<file path="config.mk">
export PLATFORM = sky130hd
export DESIGN_NAME = mac_unit
export DESIGN_NICKNAME = d
export VERILOG_FILES = /design/src/rtl/mac_pkg.sv /design/src/rtl/mac_mult.sv /design/src/rtl/mac_combine.sv /design/src/rtl/mac_unit.sv
export SDC_FILE = /design/constraint.sdc
export NUM_CORES = 2
export LEC_CHECK = 0
export BUFFER_PORTS_ARGS = -buffer_cell sky130_fd_sc_hd__buf_2
export CAP_MARGIN = 10
export CORE_MARGIN = 1
export CORE_UTILIZATION = 60
export CTS_CLUSTER_DIAMETER = 50
export DETAILED_ROUTE_END_ITERATION = 8
export PLACE_DENSITY = 0.87
export SLEW_MARGIN = 10
export SYNTH_ARGS = -nofsm -noshare
export SYNTH_HDL_FRONTEND = slang
export SYNTH_SLANG_ARGS = --single-unit
</file>
<file path="constraint.sdc">
create_clock -name clk -period 12 [get_ports clk]
set_input_delay 0.6 -clock clk [delete_from_list [all_inputs] [get_ports clk]]
set_output_delay 0.6 -clock clk [all_outputs]
set_load 0.05 [all_outputs]
</file>
<file path="src/rtl/mac_pkg.sv">
package mac_pkg;
  typedef enum logic [2:0] {
    OP_SMUL_L = 3'd0,
    OP_UMUL_L = 3'd1,
    OP_MUL_TR = 3'd2,
    OP_SMUL_W = 3'd3,
    OP_UMUL_W = 3'd4,
    OP_MAC_L  = 3'd5,
    OP_MAC_W  = 3'd6,
    OP_NONE   = 3'd7
  } mac_op_e;
endpackage

</file>
<file path="src/rtl/mac_mult.sv">
module mac_mult
  import mac_pkg::*;
#(
  parameter int W = 32
) (
  input  logic             clk,
  input  logic             rst_n,
  input  logic             in_valid,
  input  mac_op_e          in_op,
  input  logic             in_sat,
  input  logic [W-1:0]     in_a,
  input  logic [W-1:0]     in_b,
  output logic             out_valid,
  output mac_op_e          out_op,
  output logic             out_sat,
  output logic [2*W-1:0]   out_prod
);
  localparam int HW = W / 2;
  localparam int PW = 2 * W;

  logic half_sel, sgn_sel;
  always_comb begin
    half_sel = (in_op == OP_SMUL_W) || (in_op == OP_UMUL_W) || (in_op == OP_MAC_W);
    sgn_sel  = !((in_op == OP_UMUL_L) || (in_op == OP_UMUL_W));
  end

  logic [W-1:0]  opnd [2];
  logic [W:0]    opx  [2];
  logic [PW-1:0] opw  [2];
  assign opnd[0] = in_a;
  assign opnd[1] = in_b;

  // operand conditioning: pick width and signedness, then widen to product width
  for (genvar gi = 0; gi < 2; gi++) begin : g_ext
    assign opx[gi] = half_sel
      ? {{(W-HW+1){sgn_sel & opnd[gi][HW-1]}}, opnd[gi][HW-1:0]}
      : {sgn_sel & opnd[gi][W-1], opnd[gi]};
    assign opw[gi] = {{(W-1){opx[gi][W]}}, opx[gi]};
  end

  logic [PW-1:0] prod;
  assign prod = opw[0] * opw[1];

  always_ff @(posedge clk) begin
    if (!rst_n) begin
      out_valid <= 1'b0;
      out_op    <= OP_NONE;
      out_sat   <= 1'b0;
      out_prod  <= '0;
    end else begin
      out_valid <= in_valid;
      if (in_valid) begin
        out_op   <= in_op;
        out_sat  <= in_sat;
        out_prod <= prod;
      end
    end
  end

  assert_stage_advance_R2: assert property (@(posedge clk) disable iff (!rst_n)
    in_valid |=> out_valid);
  assert_sat_captured_R11: assert property (@(posedge clk) disable iff (!rst_n)
    in_valid |=> (out_sat == $past(in_sat)));
endmodule

</file>
<file path="src/rtl/mac_combine.sv">
module mac_combine
  import mac_pkg::*;
#(
  parameter int W        = 32,
  parameter int SAT_BITS = 48
) (
  input  mac_op_e          op,
  input  logic             sat,
  input  logic [2*W-1:0]   prod,
  input  logic [2*W-1:0]   acc,
  output logic [2*W-1:0]   nxt,
  output logic             we_hi,
  output logic             we_lo
);
  localparam int AW = 2 * W;
  localparam int XW = AW + 2;
  localparam logic signed [XW-1:0] SAT_MAX = {{(XW-SAT_BITS+1){1'b0}}, {(SAT_BITS-1){1'b1}}};
  localparam logic signed [XW-1:0] SAT_MIN = {{(XW-SAT_BITS+1){1'b1}}, {(SAT_BITS-1){1'b0}}};
  localparam logic [W-1:0] WMAX = {1'b0, {(W-1){1'b1}}};
  localparam logic [W-1:0] WMIN = {1'b1, {(W-1){1'b0}}};

  logic signed [XW-1:0] sum_x;
  logic [W:0]           wsum;
  logic                 w_ovf;

  assign sum_x = $signed({{2{acc[AW-1]}}, acc}) + $signed({{2{prod[AW-1]}}, prod});
  assign wsum  = {acc[W-1], acc[W-1:0]} + {prod[W-1], prod[W-1:0]};
  assign w_ovf = wsum[W] ^ wsum[W-1];

  always_comb begin
    nxt   = acc;
    we_hi = 1'b0;
    we_lo = 1'b0;
    case (op)
      OP_SMUL_L, OP_UMUL_L: begin
        nxt   = prod;
        we_hi = 1'b1;
        we_lo = 1'b1;
      end
      OP_MUL_TR, OP_SMUL_W, OP_UMUL_W: begin
        nxt   = {acc[AW-1:W], prod[W-1:0]};
        we_lo = 1'b1;
      end
      OP_MAC_L: begin
        we_hi = 1'b1;
        we_lo = 1'b1;
        if (sat && (sum_x > SAT_MAX))      nxt = SAT_MAX[AW-1:0];
        else if (sat && (sum_x < SAT_MIN)) nxt = SAT_MIN[AW-1:0];
        else                               nxt = sum_x[AW-1:0];
      end
      OP_MAC_W: begin
        we_hi = 1'b1;
        we_lo = 1'b1;
        if (!sat)       nxt = sum_x[AW-1:0];
        else if (w_ovf) nxt = {acc[AW-1:W+1], 1'b1, (wsum[W] ? WMIN : WMAX)};
        else            nxt = {acc[AW-1:W], wsum[W-1:0]};
      end
      default: ;
    endcase
  end
endmodule

</file>
<file path="src/rtl/mac_unit.sv">
module mac_unit
  import mac_pkg::*;
#(
  parameter int W        = 32,
  parameter int SAT_BITS = 48
) (
  input  logic         clk,
  input  logic         rst_n,
  input  logic         req_valid,
  output logic         req_ready,
  input  logic [2:0]   req_op,
  input  logic [W-1:0] req_a,
  input  logic [W-1:0] req_b,
  input  logic         sat_mode,
  output logic         done,
  input  logic         acc_clr,
  input  logic         hi_we,
  input  logic [W-1:0] hi_wdata,
  input  logic         lo_we,
  input  logic [W-1:0] lo_wdata,
  output logic [W-1:0] mach,
  output logic [W-1:0] macl
);
  localparam int AW = 2 * W;
  localparam logic signed [AW-1:0] LIM_HI = {{(AW-SAT_BITS+1){1'b0}}, {(SAT_BITS-1){1'b1}}};
  localparam logic signed [AW-1:0] LIM_LO = {{(AW-SAT_BITS+1){1'b1}}, {(SAT_BITS-1){1'b0}}};

  logic           accept;
  logic           s1_valid;
  mac_op_e        s1_op;
  logic           s1_sat;
  logic [AW-1:0]  s1_prod;
  logic [AW-1:0]  nxt;
  logic           cw_hi, cw_lo;

  assign accept    = req_valid && req_ready;
  assign req_ready = !s1_valid;

  mac_mult #(.W(W)) u_mult (
    .clk      (clk),
    .rst_n    (rst_n),
    .in_valid (accept),
    .in_op    (mac_op_e'(req_op)),
    .in_sat   (sat_mode),
    .in_a     (req_a),
    .in_b     (req_b),
    .out_valid(s1_valid),
    .out_op   (s1_op),
    .out_sat  (s1_sat),
    .out_prod (s1_prod)
  );

  mac_combine #(.W(W), .SAT_BITS(SAT_BITS)) u_comb (
    .op   (s1_op),
    .sat  (s1_sat),
    .prod (s1_prod),
    .acc  ({mach, macl}),
    .nxt  (nxt),
    .we_hi(cw_hi),
    .we_lo(cw_lo)
  );

  always_ff @(posedge clk) begin
    if (!rst_n) done <= 1'b0;
    else        done <= s1_valid;
  end

  // per half: clear, then direct write, then completing operation
  always_ff @(posedge clk) begin
    if (!rst_n || acc_clr) begin
      mach <= '0;
      macl <= '0;
    end else begin
      if (hi_we)                 mach <= hi_wdata;
      else if (s1_valid && cw_hi) mach <= nxt[AW-1:W];
      if (lo_we)                 macl <= lo_wdata;
      else if (s1_valid && cw_lo) macl <= nxt[W-1:0];
    end
  end

  assert_busy_blocks_R2: assert property (@(posedge clk) disable iff (!rst_n)
    accept |=> !req_ready);
  assert_done_latency_R2: assert property (@(posedge clk) disable iff (!rst_n)
    accept |=> ##1 done);
  assert_done_pulse_R2: assert property (@(posedge clk) disable iff (!rst_n)
    done |=> !done);
  assert_narrow_keeps_hi_R5: assert property (@(posedge clk) disable iff (!rst_n)
    (s1_valid && !acc_clr && !hi_we &&
     (s1_op == OP_MUL_TR || s1_op == OP_SMUL_W || s1_op == OP_UMUL_W)) |=> $stable(mach));
  assert_long_clamp_R8: assert property (@(posedge clk) disable iff (!rst_n)
    (s1_valid && s1_op == OP_MAC_L && s1_sat && !acc_clr && !hi_we && !lo_we)
      |=> ($signed({mach, macl}) <= LIM_HI && $signed({mach, macl}) >= LIM_LO));
  assert_clear_R12: assert property (@(posedge clk) disable iff (!rst_n)
    acc_clr |=> (mach == '0 && macl == '0));
  assert_hi_write_R13: assert property (@(posedge clk) disable iff (!rst_n)
    (hi_we && !acc_clr) |=> (mach == $past(hi_wdata)));
  assert_lo_write_R13: assert property (@(posedge clk) disable iff (!rst_n)
    (lo_we && !acc_clr) |=> (macl == $past(lo_wdata)));
endmodule

</file>
==> Yosys cells after proc, flatten, opt, wreduce, memory -nomap -nowiden <==
Cells that the tools add are included.
{ "word_totals": {"mem_bits_ro": 0, "register_bits": 134, "latch_bits": 0, "mem_count": 0, "mem_bits_rw": 0, "output_inout_bits": 66, "elab_cells": 69} }
{ "classes": {"n_reduce_logical": 24, "n_mux": 14, "addsub": 2, "eq_ne": 13, "shifts": 0, "multipliers": 1, "bitwise_logic": 5, "n_div": 0, "magnitude_cmp": 2} }
{ "ops": {"columns": ["operator", "n"], "rows": [
  ["64-bit one-hot mux with 4 select lines", 1],
  ["64-bit two-way mux", 3],
  ["32-bit two-way mux", 5],
  ["33-bit two-way mux", 3],
  ["66-bit by 48-bit > comparator with 1-bit output (second input constant)", 1],
  ["66-bit by 48-bit < comparator with 1-bit output (second input constant)", 1],
  ["64-bit by 64-bit adder with 65-bit output", 1],
  ["33-bit by 33-bit multiplier with 64-bit output", 1],
  ["32-bit by 32-bit adder with 33-bit output", 1],
  ["3-bit == test (second input constant)", 5],
  ["3-bit by 2-bit == test with 1-bit output (second input constant)", 3],
  ["4-bit AND reduction", 2],
  ["7-bit OR reduction", 1],
  ["3-bit by 1-bit == test with 1-bit output (second input constant)", 2],
  ["1-bit logical AND", 5],
  ["5-bit nonzero test", 1],
  ["1-bit bitwise AND", 4],
  ["1-bit logical OR", 4],
  ["4-bit by 3-bit inequality test with 1-bit output (second input constant)", 1],
  ["2-bit nonzero test", 2],
  ["4-bit nonzero test", 1],
  ["4-bit OR reduction", 1],
  ["1-bit zero test", 3],
  ["3-bit zero test", 1],
  ["7 further kinds", 8]
]} }

==> Longest topological paths before layout <==
{ "logic_depth": {"depth_word": 8, "depth_mapped": 38, "ltp_nobuf": 36} }

==> By module <==
From an unflattened synthesis, not the netlist that was laid out.
{ "hier_totals": {"cells_unflattened": 6009, "area_unflattened_um2": 51743.4} }
{ "by_module_without_submodules": {"columns": ["module", "area_each_um2", "cells_per_inst", "n_inst"], "rows": [
  ["mac_mult", 40572.7, 4441, 1],
  ["mac_combine", 7268.2, 1188, 1],
  ["mac_unit", 3902.5, 380, 1]
]} }

==> Least setup slack after synthesis <==
OpenSTA, ideal clock, no wires.
{ "synth_timing": {"path_kind": "input port to flip-flop", "start": "in req_a[15]", "end": "reg u_mult.out_prod[58]", "path_buffers": 4, "stages": 32, "arrival_ps": 9045, "setup_slack_ps": 2829, "path_cell_list": "clkbuf_1 -> nand2_1 -> a21oi_1 -> clkbuf_1 -> o21a_1 -> clkbuf_1 -> clkbuf_1 -> nand2_1 -> fa_1 -> fa_1 -> inv_1 -> fa_1 -> inv_1 -> fa_1 -> inv_1 -> fa_1 -> fa_1 -> fa_1 -> inv_1 -> fa_1 -> inv_1 -> ha_1 -> nand3_1 -> or4_1 -> a2111oi_0 -> o21ai_0 -> o221ai_1 -> nand2_1 -> a211o_1 -> o31a_1 -> nand4_1 -> o211ai_1"} }
{ "synth_between": {"elab_chain_cells": 3} }
{ "synth_rtl": {"columns": ["item", "line_no", "source"], "rows": [
  ["start, declared", "mac_unit.sv:12", "input logic [W-1:0] req_a,"],
  ["1-bit bitwise AND", "mac_mult.sv:36", "? {{(W-HW+1){sgn_sel & opnd[gi][HW-1]}}, opnd[gi][HW-1:0]}"],
  ["33-bit two-way mux *", "mac_mult.sv:36", null],
  ["33-bit by 33-bit multiplier with 64-bit output *", "mac_mult.sv:42", "assign prod = opw[0] * opw[1];"],
  ["end signal, assigned", "mac_mult.sv:55", "out_prod <= prod;"],
  ["end, declared", "mac_mult.sv:16", "output logic [2*W-1:0] out_prod"]
]} }
Every way passes the cells marked *; elsewhere a longest branch is shown, timed or not.
A chain may end at the register's enable or synchronous reset.

==> Worst setup path after layout <==
{ "layout_timing": {"start": "in req_op[2]", "end": "reg u_mult.out_prod[58]"} }
{ "layout_between": {"elab_chain_cells": 6, "elab_cells_between_ends": 15, "classes_between": "mul (1); eq/ne (4); mux (2); bitwise (4); reduce/logical (4)"} }
{ "layout_rtl": {"columns": ["item", "line_no", "source"], "rows": [
  ["start, declared", "mac_unit.sv:11", "input logic [2:0] req_op,"],
  ["3-bit by 1-bit == test with 1-bit output / 3-bit == test (equally long branches)", "mac_mult.sv:24, mac_mult.sv:23", null],
  ["1-bit logical OR", "mac_mult.sv:24", "sgn_sel = !((in_op == OP_UMUL_L) || (in_op == OP_UMUL_W));"],
  ["1-bit zero test", "mac_mult.sv:24", null],
  ["1-bit bitwise AND, on equally long branches", "mac_mult.sv:36, mac_mult.sv:37", null],
  ["33-bit two-way mux", "mac_mult.sv:36", null],
  ["33-bit by 33-bit multiplier with 64-bit output *", "mac_mult.sv:42", null]
]} }
Marked as above.

==> run_results.csv <==
group,metric,value,unit
synth,syn_nets,7136,
synth,synthTopCellsByCount,"1135 x inv_1, 1126 x fa_1, 884 x nand2_1",
synth,synth_top_cells_by_area,"fa_1 47%, inv_1 8.9%, ha_1 7.2%",
synth,yosysTopAreaCell,"fa_1",
timing,setup_viol,0,
placed_design,place_congestion,1.06,
cells_and_area,areaGrowthSynthToFinish,4.91,%
synth,yosysMostFrequentCell,"inv_1",
placed_design,detailed_place_hpwl,128000,µm
clock_network,cts_tree,"done",
critical_path,path_buf_inv,7,
timing,slew_viol_final,0,
critical_path,cpLargestDelayFamily,"adder cells",
die,core_region_area,79100,µm²
synth,synth_cell_types,76,
critical_path,path_max_fanout,32,
synth,netlist_area,48100,µm²
global_routing,grt_overflow,0,
routing,drt_wl_total,160000,µm
critical_path,slowest_stage,"o21a_1",
critical_path,startpoint_type,"input pin",
critical_path,cp-startpoint,"req_op[2]",
run_status,outcome,"complete, no violations",
critical_path,crit_arrival,11100,ps
critical_path,cp-end-kind,"flip-flop",
critical_path,endpoint,"u_mult.out_prod[58]",
timing,fin_crit,10800,ps
routing,num_vias,41100,
synth,ys_warn_count,0,
cells_and_area,layout-drive-gt1-share,6.14,%
synth,synth.top_cell.area_share,46.8,%
clock_network,htree_levels,4,
clock_network,cts_resized,0,
synth,ys_ff_latch,134,
synth,avgSynthCellArea,8.60,µm²
global_routing,antenna_found_initial,11,
die,die_area,81400,µm²
clock_network,cts_buffers,17,
critical_path,r2r-end,"mach[9]",
routing,drt_iter0_markers,4524,
synth,ys.flop_type,"dfxtp_1",
cells_and_area,nets,7133,
critical_path,r2r_setup_slack,6080,ps
global_routing,grt_pass1_vias,43300,
critical_path,critPathKind,"in2reg",
synth,netlist_instances,5596,
hold_path,worst_hold_path_type,"in2reg",
clock_network,clkTransAtPathRegs,60,ps
synth,synth_edf_count,0,
clock_network,cts.path.max_buffers,2,
clock_network,cts-root-buf,"clkbuf_16",
critical_path,reg2reg_from,"macl[29]",
timing,hold_viol,0,
synth,ys_seq_area_share,5.57,%
flow_run,cap_viol_max_count,0,
timing,fmax,0.0926,GHz
timing,finClkSkew,12.0,ps
clock_network,post_cts_buffers,0,
global_routing,grt_max_degree,72,
timing,tightest_slew,1320,ps
routing,vias_per_cell,6.16,
die,die_w,285,µm
die,start_util,60.8,%
critical_path,slowest_delay,1050,ps
routing,drt_first_pass_iters,6,
global_routing,globalRouteTotalUtil,40.2,%
routing,ant_nets,0,
die,die_h,285,µm
clock_network,ctsHoldBuffers,0,
global_routing,grt_pass1_wl,248000,µm
timing,grt_setup_unrepaired,"false",
synth,ys_async_sr_fraction,0,%
timing,max-slew-margin-rel,11.9,%
die,num_rows,103,
critical_path,worstRegToRegCells,14,
critical_path,critPathMostFrequentCell,"fa_1",
critical_path,critPathRequiredTime,12310,ps
clock_network,cts_sinks,134,
die,io_pins,204,
routing,drcViolationCount,0,
timing,fin_tns_setup,0,ps
critical_path,path_depth,31,
timing,finalCritPeriodShare,90.0,%
placed_design,numPortBuffers,203,
clock_network,clk_latency,440,ps
routing,wl_per_cell,24.1,µm
==> worst reg2reg max path: stages (launching register included) <==
cell,delay [ps]
dfxtp_1,560
ha_1,390
a21oi_1,230
o21ai_0,220
a2111oi_0,450
nand4_1,300
nand2_1,450
o21bai_1,220
a311oi_1,770
nand4_1,170
nor4_1,330
a31oi_1,210
o21ai_1,1000
a21oi_1,210
o31ai_1,290
==> cell type report <==
class,instances,area (µm²)
inverters,1136,4260
multi-input cells,4023,40100
repair buffers,281,1600
fillers,6479,28600
flip-flops and latches,134,2680
clock buffers,19,443
clock inverters,13,123
well taps,1050,1310
diodes,4,10.0
==> stage by stage <==
stage | setup WS [ps] | util [%] | hold slack (ps) | instances | cell area, µm²
CTS | 1470 | 63.8 | 438 | 6655 | 50500
detailed placement | 1070 | 63.1 | 478 | 6623 | 49900
finish | 1200 | 63.8 | 455 | 6660 | 50500
floorplan | 2830 | - | 444 | 5596 | 48100
global placement | 1090 | 63.1 | 473 | 6623 | 49900
global route | 871 | 63.8 | 473 | 6656 | 50500
==> registers in the layout (all words and copies together), names as in the netlist <==
register          cells
macl                 32
done                  1
u_mult.out_op         3
u_mult.out_valid      1
u_mult.out_sat        1
mach                 32
u_mult.out_prod      64
==> layout by cell type, fill, tap and decap left out, types with 47 or more instances in the layout <==
cell / count
nand3_1: 63
and2_1: 358
nand2_1: 883
a21oi_1: 216
inv_1: 1134
a21o_1: 67
dfxtp_1: 134
fa_1: 1126
o21a_1: 47
buf_2: 204
buf_4: 77
xnor2_1: 86
ha_1: 276
nor2_1: 229
o21ai_0: 154
==> worst min path at each step <==
stage	from	depth (start not counted)	end
floorplan	u_mult.out_prod[55]	2	u_mult.out_prod[55]
global placement	u_mult.out_prod[37]	2	u_mult.out_prod[37]
detailed placement	u_mult.out_prod[29]	2	u_mult.out_prod[29]
CTS	sat_mode	3	u_mult.out_sat
global route	sat_mode	3	u_mult.out_sat
finish	sat_mode	3	u_mult.out_sat
==> cell families (layout without fill, tap and decap cells) <==
logic type | after synthesis | count (layout) | synth area share (%)
AND/OR/NAND/NOR | 1693 | 1693 | 16.1
buffers and inverters | 1439 | 1449 | 11.3
adder cells (fa/ha/maj) | 1402 | 1402 | 54.0
AO/OA/AOI/OAI | 791 | 791 | 10.5
flip-flops | 134 | 134 | 5.57
XOR/XNOR | 130 | 130 | 2.37
multiplexers | 7 | 7 | 0.146
other | 0 | 4 | 0
==> per-layer routing <==
layer  track usage, %  vias up  wire [µm]
li1                 -    17100          -
met1             49.6    20200      55100
met2             61.1     2922      71300
met3             12.9      793      21300
met4             25.5       12      12500
met5                0        -         80
Power is left out: the tool's default activity adds up to more than one toggle a clock period on the data nets, which glitch-free logic cannot reach.
